File: src/rtl/excvec_pkg.sv
// Shared kinds and constants for the exception entry vector generator.
// Assumes 32-bit style vector constants; wider addresses sign-extend them.
package excvec_pkg;
    localparam int KIND_W  = 4;
    localparam int CAUSE_W = 5;

    typedef enum logic [KIND_W-1:0] {
        EK_INT  = 4'd0,
        EK_TMOD = 4'd1,
        EK_TLD  = 4'd2,
        EK_TST  = 4'd3,
        EK_ADL  = 4'd4,
        EK_ADS  = 4'd5,
        EK_SYS  = 4'd6,
        EK_BRK  = 4'd7,
        EK_RSV  = 4'd8,
        EK_CPU  = 4'd9,
        EK_OVF  = 4'd10,
        EK_TRP  = 4'd11,
        EK_NMI  = 4'd12,
        EK_SRST = 4'd13
    } exc_kind_e;

    localparam logic [31:0] BOOT_BASE  = 32'hBFC0_0200;
    localparam logic [31:0] ERR_VECTOR = 32'hBFC0_0000;
    localparam logic [31:0] OFF_GEN    = 32'h0000_0180;
    localparam logic [31:0] OFF_IRQ    = 32'h0000_0200;
    localparam logic [31:0] OFF_REFILL = 32'h0000_0000;
    localparam int          SLOT_SHIFT = 5;
    localparam int          BASE_LOW   = 10;
endpackage

File: src/rtl/excvec_decode.sv
// Decodes an exception kind into its cause code and class flags.
// Assumes kinds 14 and 15 are unused and flags them as illegal.
module excvec_decode
    import excvec_pkg::*;
(
    input  logic [KIND_W-1:0]  kind,
    output logic [CAUSE_W-1:0] cause,
    output logic               legal,
    output logic               is_irq,
    output logic               is_tlb_rw,
    output logic               is_err
);
    // Map each kind to its cause code and class.
    always_comb begin
        cause     = '0;
        legal     = 1'b1;
        is_irq    = 1'b0;
        is_tlb_rw = 1'b0;
        is_err    = 1'b0;
        case (kind)
            EK_INT:  begin cause = 5'd0; is_irq = 1'b1; end
            EK_TMOD: cause = 5'd1;
            EK_TLD:  begin cause = 5'd2; is_tlb_rw = 1'b1; end
            EK_TST:  begin cause = 5'd3; is_tlb_rw = 1'b1; end
            EK_ADL:  cause = 5'd4;
            EK_ADS:  cause = 5'd5;
            EK_SYS:  cause = 5'd8;
            EK_BRK:  cause = 5'd9;
            EK_RSV:  cause = 5'd10;
            EK_CPU:  cause = 5'd11;
            EK_OVF:  cause = 5'd12;
            EK_TRP:  cause = 5'd13;
            EK_NMI, EK_SRST: is_err = 1'b1;
            default: legal = 1'b0;
        endcase
    end
endmodule

File: src/rtl/excvec_offset.sv
// Selects the handler offset: refill, general, interrupt or vectored slot.
// Assumes the lowest-numbered pending line wins; no line pending gives slot NPEND.
module excvec_offset
    import excvec_pkg::*;
#(
    parameter int ADDR_W = 32,
    parameter int NPEND  = 8,
    parameter int SPW    = 5
) (
    input  logic              is_irq,
    input  logic              is_tlb_rw,
    input  logic              refill,
    input  logic              exl,
    input  logic              iv,
    input  logic              vec_en,
    input  logic [SPW-1:0]    spacing,
    input  logic [NPEND-1:0]  pend,
    output logic [ADDR_W-1:0] offset
);
    localparam int IDX_W = $clog2(NPEND + 1);

    logic [IDX_W-1:0]  slot_idx;
    logic [ADDR_W-1:0] slot_size;
    logic [ADDR_W-1:0] vec_off;

    // Priority-encode the pending lines, lowest index first.
    always_comb begin
        slot_idx = IDX_W'(NPEND);
        for (int i = NPEND - 1; i >= 0; i--) begin
            if (pend[i]) slot_idx = IDX_W'(i);
        end
    end

    // Scale the slot index by the programmed spacing.
    always_comb begin
        slot_size = ADDR_W'(spacing) << SLOT_SHIFT;
        vec_off   = ADDR_W'(OFF_IRQ) + ADDR_W'(slot_idx) * slot_size;
    end

    // Choose the offset for this kind and state.
    always_comb begin
        if (is_irq) begin
            if (vec_en)  offset = vec_off;
            else if (iv) offset = ADDR_W'(OFF_IRQ);
            else         offset = ADDR_W'(OFF_GEN);
        end else if (is_tlb_rw && refill && !exl) begin
            offset = ADDR_W'(OFF_REFILL);
        end else begin
            offset = ADDR_W'(OFF_GEN);
        end
    end
endmodule

File: src/rtl/excvec_target.sv
// Forms the handler address from the base and offset, and the resume address.
// Assumes instructions in the delay slot resume at the branch, 4 bytes earlier.
module excvec_target
    import excvec_pkg::*;
#(
    parameter int ADDR_W = 32
) (
    input  logic              bev,
    input  logic [ADDR_W-1:0] ebase,
    input  logic [ADDR_W-1:0] offset,
    input  logic [ADDR_W-1:0] pc,
    input  logic              in_slot,
    output logic [ADDR_W-1:0] handler,
    output logic [ADDR_W-1:0] resume
);
    logic [ADDR_W-1:0] base;

    // Pick the boot base or the aligned programmable base.
    always_comb begin
        if (bev) base = ADDR_W'($signed(BOOT_BASE));
        else     base = {ebase[ADDR_W-1:BASE_LOW], {BASE_LOW{1'b0}}};
        handler = base + offset;
    end

    // Step back over the branch when the fault sat in a delay slot.
    always_comb begin
        resume = in_slot ? (pc - ADDR_W'(4)) : pc;
    end
endmodule

File: src/rtl/excvec_gen.sv
// Top of the exception entry vector generator. Samples a one-cycle request,
// registers all results on the same edge and pulses done for one cycle.
// Assumes the status inputs are stable with the request.
module excvec_gen
    import excvec_pkg::*;
#(
    parameter int ADDR_W = 32,
    parameter int NPEND  = 8,
    parameter int SPW    = 5
) (
    input  logic               clk,
    input  logic               rst_n,
    input  logic               req_valid,
    input  logic [KIND_W-1:0]  req_kind,
    input  logic [ADDR_W-1:0]  req_pc,
    input  logic               req_in_slot,
    input  logic               req_refill,
    input  logic               st_exl,
    input  logic               st_erl,
    input  logic               st_bev,
    input  logic               st_iv,
    input  logic [ADDR_W-1:0]  ebase,
    input  logic               vec_en,
    input  logic [SPW-1:0]     vec_spacing,
    input  logic [NPEND-1:0]   irq_pend,
    output logic [ADDR_W-1:0]  handler_pc,
    output logic [CAUSE_W-1:0] cause_code,
    output logic [ADDR_W-1:0]  epc,
    output logic [ADDR_W-1:0]  err_epc,
    output logic               bd_out,
    output logic               exl_out,
    output logic               erl_out,
    output logic               bev_out,
    output logic               kernel_out,
    output logic               done
);
    logic [CAUSE_W-1:0] cause_d;
    logic               legal;
    logic               is_irq;
    logic               is_tlb_rw;
    logic               is_err;
    logic [ADDR_W-1:0]  offset;
    logic [ADDR_W-1:0]  handler_d;
    logic [ADDR_W-1:0]  resume_d;
    logic               take;

    excvec_decode u_decode (
        .kind      (req_kind),
        .cause     (cause_d),
        .legal     (legal),
        .is_irq    (is_irq),
        .is_tlb_rw (is_tlb_rw),
        .is_err    (is_err)
    );

    excvec_offset #(.ADDR_W(ADDR_W), .NPEND(NPEND), .SPW(SPW)) u_offset (
        .is_irq    (is_irq),
        .is_tlb_rw (is_tlb_rw),
        .refill    (req_refill),
        .exl       (st_exl),
        .iv        (st_iv),
        .vec_en    (vec_en),
        .spacing   (vec_spacing),
        .pend      (irq_pend),
        .offset    (offset)
    );

    excvec_target #(.ADDR_W(ADDR_W)) u_target (
        .bev     (st_bev),
        .ebase   (ebase),
        .offset  (offset),
        .pc      (req_pc),
        .in_slot (req_in_slot),
        .handler (handler_d),
        .resume  (resume_d)
    );

    assign take = req_valid && legal;

    // Register results of an accepted request and strobe done.
    always_ff @(posedge clk) begin
        if (!rst_n) begin
            handler_pc <= '0;
            cause_code <= '0;
            epc        <= '0;
            err_epc    <= '0;
            bd_out     <= 1'b0;
            exl_out    <= 1'b0;
            erl_out    <= 1'b0;
            bev_out    <= 1'b0;
            kernel_out <= 1'b0;
            done       <= 1'b0;
        end else begin
            done <= take;
            if (take) begin
                kernel_out <= 1'b1;
                if (is_err) begin
                    err_epc    <= resume_d;
                    erl_out    <= 1'b1;
                    bev_out    <= 1'b1;
                    handler_pc <= ADDR_W'($signed(ERR_VECTOR));
                end else begin
                    handler_pc <= handler_d;
                    cause_code <= cause_d;
                    exl_out    <= 1'b1;
                    erl_out    <= st_erl;
                    bev_out    <= st_bev;
                    if (!st_exl) begin
                        epc    <= resume_d;
                        bd_out <= req_in_slot;
                    end
                end
            end
        end
    end
endmodule

File: config.mk
export PLATFORM = sky130hd
export DESIGN_NAME = excvec_gen
export DESIGN_NICKNAME = d
export VERILOG_FILES = /design/src/rtl/excvec_pkg.sv /design/src/rtl/excvec_decode.sv /design/src/rtl/excvec_offset.sv /design/src/rtl/excvec_target.sv /design/src/rtl/excvec_gen.sv
export SDC_FILE = /design/constraint.sdc
export NUM_CORES = 1
export LEC_CHECK = 0
export BUFFER_PORTS_ARGS = -buffer_cell sky130_fd_sc_hd__buf_2
export CORE_ASPECT_RATIO = 1.2
export CORE_MARGIN = 2
export CORE_UTILIZATION = 46
export DETAILED_ROUTE_END_ITERATION = 10
export HOLD_SLACK_MARGIN = 0.03
export PLACE_DENSITY = 0.76
export SLEW_MARGIN = 25
export SYNTH_ARGS = -nofsm -noshare
export SYNTH_HDL_FRONTEND = slang
export SYNTH_SLANG_ARGS = --single-unit
File: constraint.sdc
create_clock -name clk -period 5.9 [get_ports clk]
set_input_delay 0.59 -clock clk [delete_from_list [all_inputs] [get_ports clk]]
set_output_delay 0.59 -clock clk [all_outputs]
set_load 0.005 [all_outputs]
# Word level (Yosys, flattened, before mapping)
# Cells that the tools add are included.
[classes]
addsub = 3
n_mul = 1
n_bitwise = 2
mux = 22
n_eq_ne = 13
reduce_logical = 11
[op_table]
columns = ["cell", "n"]
rows = [
  ["32-bit 2-to-1 mux", 5],
  ["4-bit one-hot mux with 11 select lines", 1],
  ["10-bit by 32-bit adder with 32-bit output (first input constant)", 1],
  ["32-bit adder", 1],
  ["4-bit 2-to-1 mux", 8],
  ["32-bit by 3-bit subtractor with 32-bit output (second input constant)", 1],
  ["4-bit equality test (second input constant)", 6],
  ["4-bit by 3-bit equality test with 1-bit output (second input constant)", 4],
  ["14-bit OR reduction", 1],
  ["10-bit 2-to-1 mux", 1],
  ["4-bit by 5-bit multiplier with 9-bit output", 1],
  ["9-bit 2-to-1 mux", 1],
  ["4-bit by 2-bit equality test with 1-bit output (second input constant)", 2],
  ["1-bit 2-to-1 mux", 6],
  ["4-bit by 1-bit equality test with 1-bit output (second input constant)", 1],
  ["4-bit logical NOT", 1],
  ["2-bit AND reduction", 2],
  ["2-bit OR reduction", 2],
  ["1-bit logical AND", 3],
  ["3-bit AND reduction", 1],
  ["1-bit inverter", 2],
  ["1-bit logical NOT", 1],
]
[word_totals]
ff_bits = 107
output_inout_bits = 107
input_bits = 91
wordCells = 62

# Longest topological paths before layout
# Gate-level depths: netlist of run 1.
[depth]
ltp_word = 14
depth_mapped = 22
ltp_nobuf = 22

# Modules after synthesis
# A second synthesis of run 1 with hierarchy kept.
[unflattened]
cells_unflattened = 850
area_unflattened_um2 = 7360.8
[modules_own_cells]
columns = ["mod", "seq_area_each_um2", "n_inst", "cells_each", "area_each_um2"]
rows = [
  ["excvec_gen", 2142.1, 1, 427, 4336.7],
  ["excvec_target", 0.0, 1, 273, 1904.3],
  ["excvec_offset", 0.0, 1, 135, 1032.2],
  ["excvec_decode", 0.0, 1, 15, 87.6],
]

# Least setup slack after synthesis of run 1
# OpenSTA, ideal clock, no wires.
[synth_path]
kind = "input-to-reg"
startpoint = "in irq_pend[3]"
endpoint = "reg handler_pc[31]"
path_slack_ps = 205
n_path_buf = 0
setup_time_ps = 74
cell_stages = 19
arrival_time_ps = 5620
path_cell_list = "or4_1 > nor2_1 > nand2_1 > fa_1 > inv_1 > fa_1 > inv_1 > fa_1 > nand2b_1 > a21oi_1 > xor2_1 > nand3_1 > mux2i_1 > ha_1 > o21ai_0 > o21ai_0 > nand4_2 > or4_1 > a31oi_1"
[synth_via]
elab_chain_cells = 10
[synth_rtl]
columns = ["element", "line", "text"]
rows = [
  ["start: declaration", "excvec_gen.sv:25", "input logic [NPEND-1:0] irq_pend,"],
  ["4-bit 2-to-1 mux (4 in series)", "excvec_offset.sv:30", "if (pend[i]) slot_idx = IDX_W'(i);"],
  ["4-bit by 5-bit multiplier with 9-bit output", "excvec_offset.sv:37", "vec_off = ADDR_W'(OFF_IRQ) + ADDR_W'(slot_idx) * slot_size;"],
  ["10-bit by 32-bit adder with 32-bit output", "excvec_offset.sv:37", ""],
  ["32-bit 2-to-1 mux", "excvec_offset.sv:43", "if (vec_en) offset = vec_off;"],
  ["32-bit 2-to-1 mux", "excvec_offset.sv:42", "if (is_irq) begin"],
  ["32-bit adder", "excvec_target.sv:22", "handler = base + offset;"],
  ["32-bit 2-to-1 mux", "excvec_gen.sv:97", "if (is_err) begin"],
  ["end signal: assignment", "excvec_gen.sv:101", "handler_pc <= ADDR_W'($signed(ERR_VECTOR));"],
  ["end signal: assignment", "excvec_gen.sv:103", "handler_pc <= handler_d;"],
  ["end: declaration", "excvec_gen.sv:26", "output logic [ADDR_W-1:0] handler_pc,"],
]
# Every way passes these cells.
# A chain may end at the register's enable or synchronous reset.

# Worst setup path in the final report of run 1
# Ends and elaborated chain as after synthesis.

==> summary.txt, run 1 <==
Run status
  – Status: completed

Placement
  – Port bufs: about 180
  – GP Congestion: roughly 0.88
  – Setup WS pre-CTS: -0.1228 ns
  – Post-DP Area: just under 7000 µm²
  – Detailed placement HPWL: 11140 µm

Final layout
  – Commonest non-fill, non-tap cell in the layout: buf_2
  – P&R area growth vs syn: 26.93%
  – Final Cell Area: between 7000 and 8000 µm²
  – Post-layout util: approximately three fifths
  – Most frequent cells in the layout: 181 x buf_2, 101 x dfxtp_1, 69 x o21ai_0
  – Fin nets: 983
  – Ratio of cells with drive above 1 in the final layout: between 20% and 30%
  – Antenna diodes: 0

Drt
  – M1 wire length: 6549 µm
  – DR vias: approximately 5500
  – Top Metal Used: met4
  – Vias per std cell: around 5.3
  – Overall routed net length: about 15000 µm
  – ANT nets after route: 0
  – Residual DRC: 0
  – Pre-antenna DRT Iters: 4
  – First DRT Iteration DRCs: 180
  – Routed len/inst: 14.72 µm
  – Met2 WL: about 7400 µm
  – Met3 Wirelength: 1082 µm

Clock network
  – Clock slew at reported path FFs: ~0.080 ns
  – CTS tree: done
  – Max Buffers Root-to-Sink: 2
  – H-Tree Level Count: 3
  – Root Driver: clkbuf_16
  – # clock sinks: about 100
  – Hold buffers post-CTS: 0
  – CTS buffer count: 9
  – Post-CTS resize count: 0
  – Worst-Skew Late Latency: ~0.34 ns
  – Post CTS Setup Buffer Count: 0

STA
  – Slew margin rel.: 40.53%
  – Least-Margin Pin Slew: ~0.9 ns
  – Setup TNS: 0 ns
  – Max Slew Vio Count: 0
  – Min Tclk post-route: 5.476 ns
  – Final worst slack: 0.4245 ns
  – Final period util: between 90% and 100%
  – Final Hold Vio Count: 0
  – Final setup fails: 0
  – Highest clock rate: 182.6 MHz
  – Unrepaired setup endpoints after global routing: false
  – Final Skew: 0 ns

Critical path
  – Worst endpoint required time: between 6 and 7 ns
  – CP delay by family, top: simple AND/OR/NAND/NOR gates
  – Critical Path Slowest Stage Cell: fa_1
  – Critical Path Most Common Cell: fa_1
  – Worst Path Arrival: 5.76 ns
  – Crit-path cells: buf_2, or4_1, nor2_1, nand2_1, fa_1, inv_1, fa_1, inv_1, fa_1, nand2b_1, a2111oi_0, a311o_1, nand2b_1, mux2i_1, ha_1, o21ai_0, o21ai_1, nand4_2, or4_1, a31oi_1
  – Worst r2r src: cause_code[2]
  – Crit-path max cell delay: approximately 0.57 ns
  – R2R cell count: 2
  – CP Buf/Inv Count: 3
  – R2r setup slk: a little over 5 ns
  – CP max FO: 4
  – Critical path type: input pin to register
  – Startpoint Class: input pin
  – Instance count on the critical path: 20
  – Critical path capture point type: register
  – Critical Path Start: irq_pend[3]

Die
  – Die ar.: 13050 µm²
  – IO Pins: 198
  – Core Footprint: roughly 12000 µm²
  – Initial Util: a little under half
  – Die width: around 100 µm
  – Cell Rows: 44
  – Die Y-Extent: around 120 µm

Logic synthesis
  – Ranking of synthesized cells by area: dfxtp_1 36%, o21ai_0 6.3%, a21oi_1 5.5%
  – Post-Syn Instances: just under 700
  – Mapped Avg Cell Area: 8.256 µm²
  – Post-synth top area cell: dfxtp_1
  – Unique masters post-synth: 66
  – Post-synth top area share: a little over a third
  – Sequential element share of the synthesized area: a little over a third
  – Ys Warns: 0
  – Predominant post-synthesis flop cell: dfxtp_1
  – EDFF count, synth: 0
  – #FFs+latches synth: ~100
  – Asr flop ratio synth: 0%
  – Post-Syn Area: around 5600 µm²

Power and ir drop
  – Sw power: 457.6 µW
  – Combinational fraction of design power: between 15 and 20%
  – Pint: 1124 µW
  – Flop pwr share: roughly 46%
  – Clock Power Share: about two fifths
  – Pwr Density: around 220 nW/µm²
  – Leak: 0.003186 µW
  – Sw Ratio: 28.94%
  – Total Power: ~1600 µW
  – Peak supply drop: between 0.1 and 0.15 mV

GRT
  – Global-route wire length before repair: between 20000 and 30000 µm
  – Initial antenna violation count: 0
  – Total grt overflow: 0
  – All-Layer GR Usage: between 20% and 30%
  – Pin count of the biggest net entering global routing: around 60
  – Vias in the first global route: 5291

Min path
  – Hold Path Cell Cnt: 2
  – Hold wc startpoint: bd_out
  – Hold/Removal Path Class: register to register

Job
  – Max Cap Violations: 0
tightest hold or removal path, delay by kind of cell (launching register included):
kind             cells  cell delay (ns)
flip-flops           1             0.31
AND/OR/NAND/NOR      1             0.05
AO/OA/AOI/OAI        1             0.05
state kept, by name (all words and copies together) (netlist names), 4 cells and up:
signal      cells
cause_code      4
epc            32
handler_pc     27
err_epc        32
metal layers:
layer | vias to the layer above | GRT usage (%)
met5 | - | 0
met4 | 0 | 5.961
met3 | 15 | 5.704
met2 | 170 | 40.48
met1 | 2518 | 28.59
li1 | 2790 | -
area by class of cell:
type | instances | area [µm²]
clock buffers | 9 | 225.2
clock inverters | 7 | 90.09
fillers | 1117 | 4907
inverters | 17 | 63.81
multi-input cells | 525 | 3368
flip-flops and latches | 101 | 2022
well taps | 161 | 201.4
repair buffers | 210 | 1124
power groups by stage:
| stage | sequential, µW | combinational [µW] | clock, µW |
|---|---|---|---|
| after global placement | 749 | 237 | 0 |
| after global routing | 738 | 268 | 648 |
| final | 734 | 240 | 607 |
| after floorplan | 752 | 123 | 0 |
| after detailed placement | 749 | 239 | 0 |
| after CTS | 734 | 241 | 622 |
cells in the mapped netlist (4+ instances only):
cell / number
nor2_1: 68
and2_1: 18
buf_4: 6
xor2_1: 10
o21ai_0: 70
nand2b_1: 11
or4_1: 5
nor4_1: 8
nand2_1: 52
nor4_2: 4
a22oi_1: 5
clkbuf_1: 30
xnor2_1: 34
fa_1: 7
and3_1: 4
or3_1: 4
nand3_1: 11
a211oi_1: 22
a21oi_1: 61
ha_1: 21
dfxtp_1: 101
nor2b_1: 9
nor3_1: 29
inv_1: 17
a32oi_1: 4
stage by stage:
step,instances,hold slack [ns]
after floorplan,682,0.4483
after global placement,1014,0.4309
after detailed placement,1014,0.4434
after CTS,1030,0.4586
after global routing,1030,0.4777
final,1030,0.4544
final timing paths:
path,end
setup / recovery,handler_pc[31]
hold / removal,bd_out
setup reg to reg,cause_code[2]
hold reg to reg,bd_out
cell families after synthesis:
logic type                 Yosys count  synth area share [%]
other                                1               0.06709
AOI/OAI and AO/OA                  199                 21.60
adders and majority gates           28                 7.208
xor gates and xnor gates            44                 6.895
and+or+nand+nor                    245                 23.30
muxes                                3                0.5597
DFF                                101                 36.18
buffers and inverters               56                 4.186
Power figures use the tool's default switching activity.
==> inputs of run 2 (changes only) <==
--- a/config.mk
+++ b/config.mk
@@ -7,5 +7,5 @@
 export LEC_CHECK = 0
 export BUFFER_PORTS_ARGS = -buffer_cell sky130_fd_sc_hd__buf_2
-export CORE_ASPECT_RATIO = 1.2
+export CORE_ASPECT_RATIO = 1.25
 export CORE_MARGIN = 2
 export CORE_UTILIZATION = 46
==> constraint.sdc (replaced) <==
create_clock -name clk -period 5.9 [get_ports clk]
set_input_delay 0.885 -clock clk [delete_from_list [all_inputs] [get_ports clk]]
set_output_delay 0.885 -clock clk [all_outputs]
set_load 0.005 [all_outputs]
==> summary.txt, run 2 (synthesis gave the netlist of run 1 again) <==
Run status
  – Status: completed

Clock network
  – # clock sinks: 101
  – CTS tree: done
  – Max Buffers Root-to-Sink: 2
  – CTS buffer count: 9
  – Worst-Skew Late Latency: approximately 0.34 ns
  – Clock slew at reported path FFs: 0.08 ns
  – H-Tree Level Count: 3
  – Hold buffers post-CTS: 0
  – Root Driver: clkbuf_16

GRT
  – Global-route wire length before repair: between 20000 and 25000 µm
  – All-Layer GR Usage: a little under a quarter
  – Pin count of the biggest net entering global routing: 61
  – Vias in the first global route: ~5100
  – Total grt overflow: 0
  – Initial antenna violation count: 0

Placement
  – Post-DP Area: 6904 µm²
  – GP Congestion: between 0.8 and 0.9
  – Detailed placement HPWL: around 11000 µm
  – Setup WS pre-CTS: -0.3624 ns
  – Port bufs: between 150 and 200

Die
  – Die width: 102.6 µm
  – IO Pins: between 150 and 200
  – Cell Rows: between 40 and 50
  – Core Footprint: around 12000 µm²
  – Die ar.: 13050 µm²
  – Initial Util: a little under half
  – Die Y-Extent: about 130 µm

Min path
  – Hold/Removal Path Class: register to register

Drt
  – Routed len/inst: 14.44 µm
  – Residual DRC: 0
  – Overall routed net length: approximately 15000 µm
  – Vias per std cell: 5.302
  – First DRT Iteration DRCs: 171
  – DR vias: 5557
  – Pre-antenna DRT Iters: 5
  – ANT nets after route: 0

Critical path
  – Critical path type: input pin to register
  – R2r setup slk: 5.17 ns
  – Critical path capture point type: register
  – Worst endpoint required time: about 6 ns
  – CP max FO: 5
  – Startpoint Class: input pin
  – Worst Path Arrival: 5.96 ns

Power and ir drop
  – Leak: 0.003273 µW
  – Sw Ratio: 27.13%
  – Peak supply drop: 0.1276 mV
  – Pwr Density: 219.5 nW/µm²
  – Total Power: between 1500 and 2000 µW
  – Flop pwr share: 46.0%
  – Sw power: roughly 430 µW
  – Pint: around 1200 µW
  – Combinational fraction of design power: around 16%
  – Clock Power Share: roughly two fifths

STA
  – Final Skew: 0 ns
  – Least-Margin Pin Slew: about 0.69 ns
  – Final period util: a little over nine tenths
  – Final setup fails: 0
  – Smallest hold slack: approximately 0.45 ns
  – Max Slew Vio Count: 0
  – Slew margin rel.: between 50 and 60%
  – Final Hold Vio Count: 0
  – Highest clock rate: 175.8 MHz
  – Min Tclk post-route: between 5 and 6 ns
  – Final worst slack: roughly 0.21 ns

Final layout
  – Commonest non-fill, non-tap cell in the layout: buf_2
  – Ratio of cells with drive above 1 in the final layout: between 30% and 40%
  – Top flop regs: epc: 32 flops, err_epc: 32 flops, handler_pc: 27 flops
  – Antenna diodes: 0
  – Post-layout util: a little over 60%
  – P&R area growth vs syn: 30.11%
  – Fin nets: roughly 1000
  – Most frequent cells in the layout: 181 x buf_2, 101 x dfxtp_1, 68 x o21ai_0
  – Final Cell Area: ~7300 µm²

Job
  – Max Cap Violations: 0
run 2: cell types whose count changed in the layout (fill, tap and decap cells not counted), sizes merged:
cell    delta
buf       +15
clkbuf     +1
clkinv     -3
inv        +1
bufinv     +1
run 2: what timing repair did:
item	in CTS	in global routing
endpoints found under the setup margin	2	14
resized for setup	1	13
pin swaps	0	6
hold endpoints to repair	0	0
buffers inserted	0	1
run 2: path summary, 6_finish.rpt:
kind / cells after the start / to / from
max: 21 / handler_pc[28] / irq_pend[3]
min reg2reg: 2 / handler_pc[14] / handler_pc[14]
max reg2reg: 2 / cause_code[2] / cause_code[2]
min: 2 / handler_pc[14] / handler_pc[14]
run 2: per-stage QoR:
| stage | std cells | TNS (ns) |
|---|---|---|
| floorplan | 682 | 0 |
| global placement | 1030 | -1.568 |
| detailed placement | 1031 | -3.522 |
| CTS | 1047 | 0 |
| global route | 1048 | -0.007545 |
| finish | 1048 | 0 |
run 2: worst max-delay path, stage by stage:
cell	delay [ns]
buf_2	0.10
or4_4	0.55
nor2_2	0.14
nand2_1	0.09
fa_1	0.53
inv_1	0.06
fa_1	0.57
inv_1	0.07
fa_1	0.45
nand2b_4	0.19
a2111oi_4	0.28
a311o_1	0.23
nand2_1	0.10
nor3_2	0.21
ha_2	0.22
o211ai_1	0.16
nor4_1	0.27
buf_4	0.16
nand3b_1	0.17
o31a_1	0.33
nor3_1	0.19
run 2: metal layers:
metal / wire length (µm) / vias to the layer above / part of all wire [%] / GRT usage, %
li1: - / 2816 / - / -
met4: 228 / 0 / 1.5 / 6.902
met1: 6307 / 2558 / 42 / 27.58
met5: 0 / - / 0 / 0
met2: 7503 / 163 / 50 / 39.87
met3: 1090 / 20 / 7.2 / 5.799
run 2: layout make-up:
| cell class | count | area (µm²) |
|---|---|---|
| clock buffer | 10 | 229.0 |
| sequential | 101 | 2022 |
| multi-input combinational | 525 | 3426 |
| fill | 1117 | 4721 |
| tap | 164 | 205.2 |
| inverter | 17 | 63.81 |
| timing repair buffer | 225 | 1249 |
| clock inverter | 6 | 77.57 |
run 2: power groups by stage:
| stage | Clock (µW) | Sequential, µW | Combinational, µW |
|---|---|---|---|
| CTS | 630 | 734 | 247 |
| global placement | 0 | 749 | 242 |
| finish | 615 | 734 | 247 |
| global route | 660 | 738 | 277 |
| floorplan | 0 | 752 | 123 |
| detailed placement | 0 | 749 | 246 |
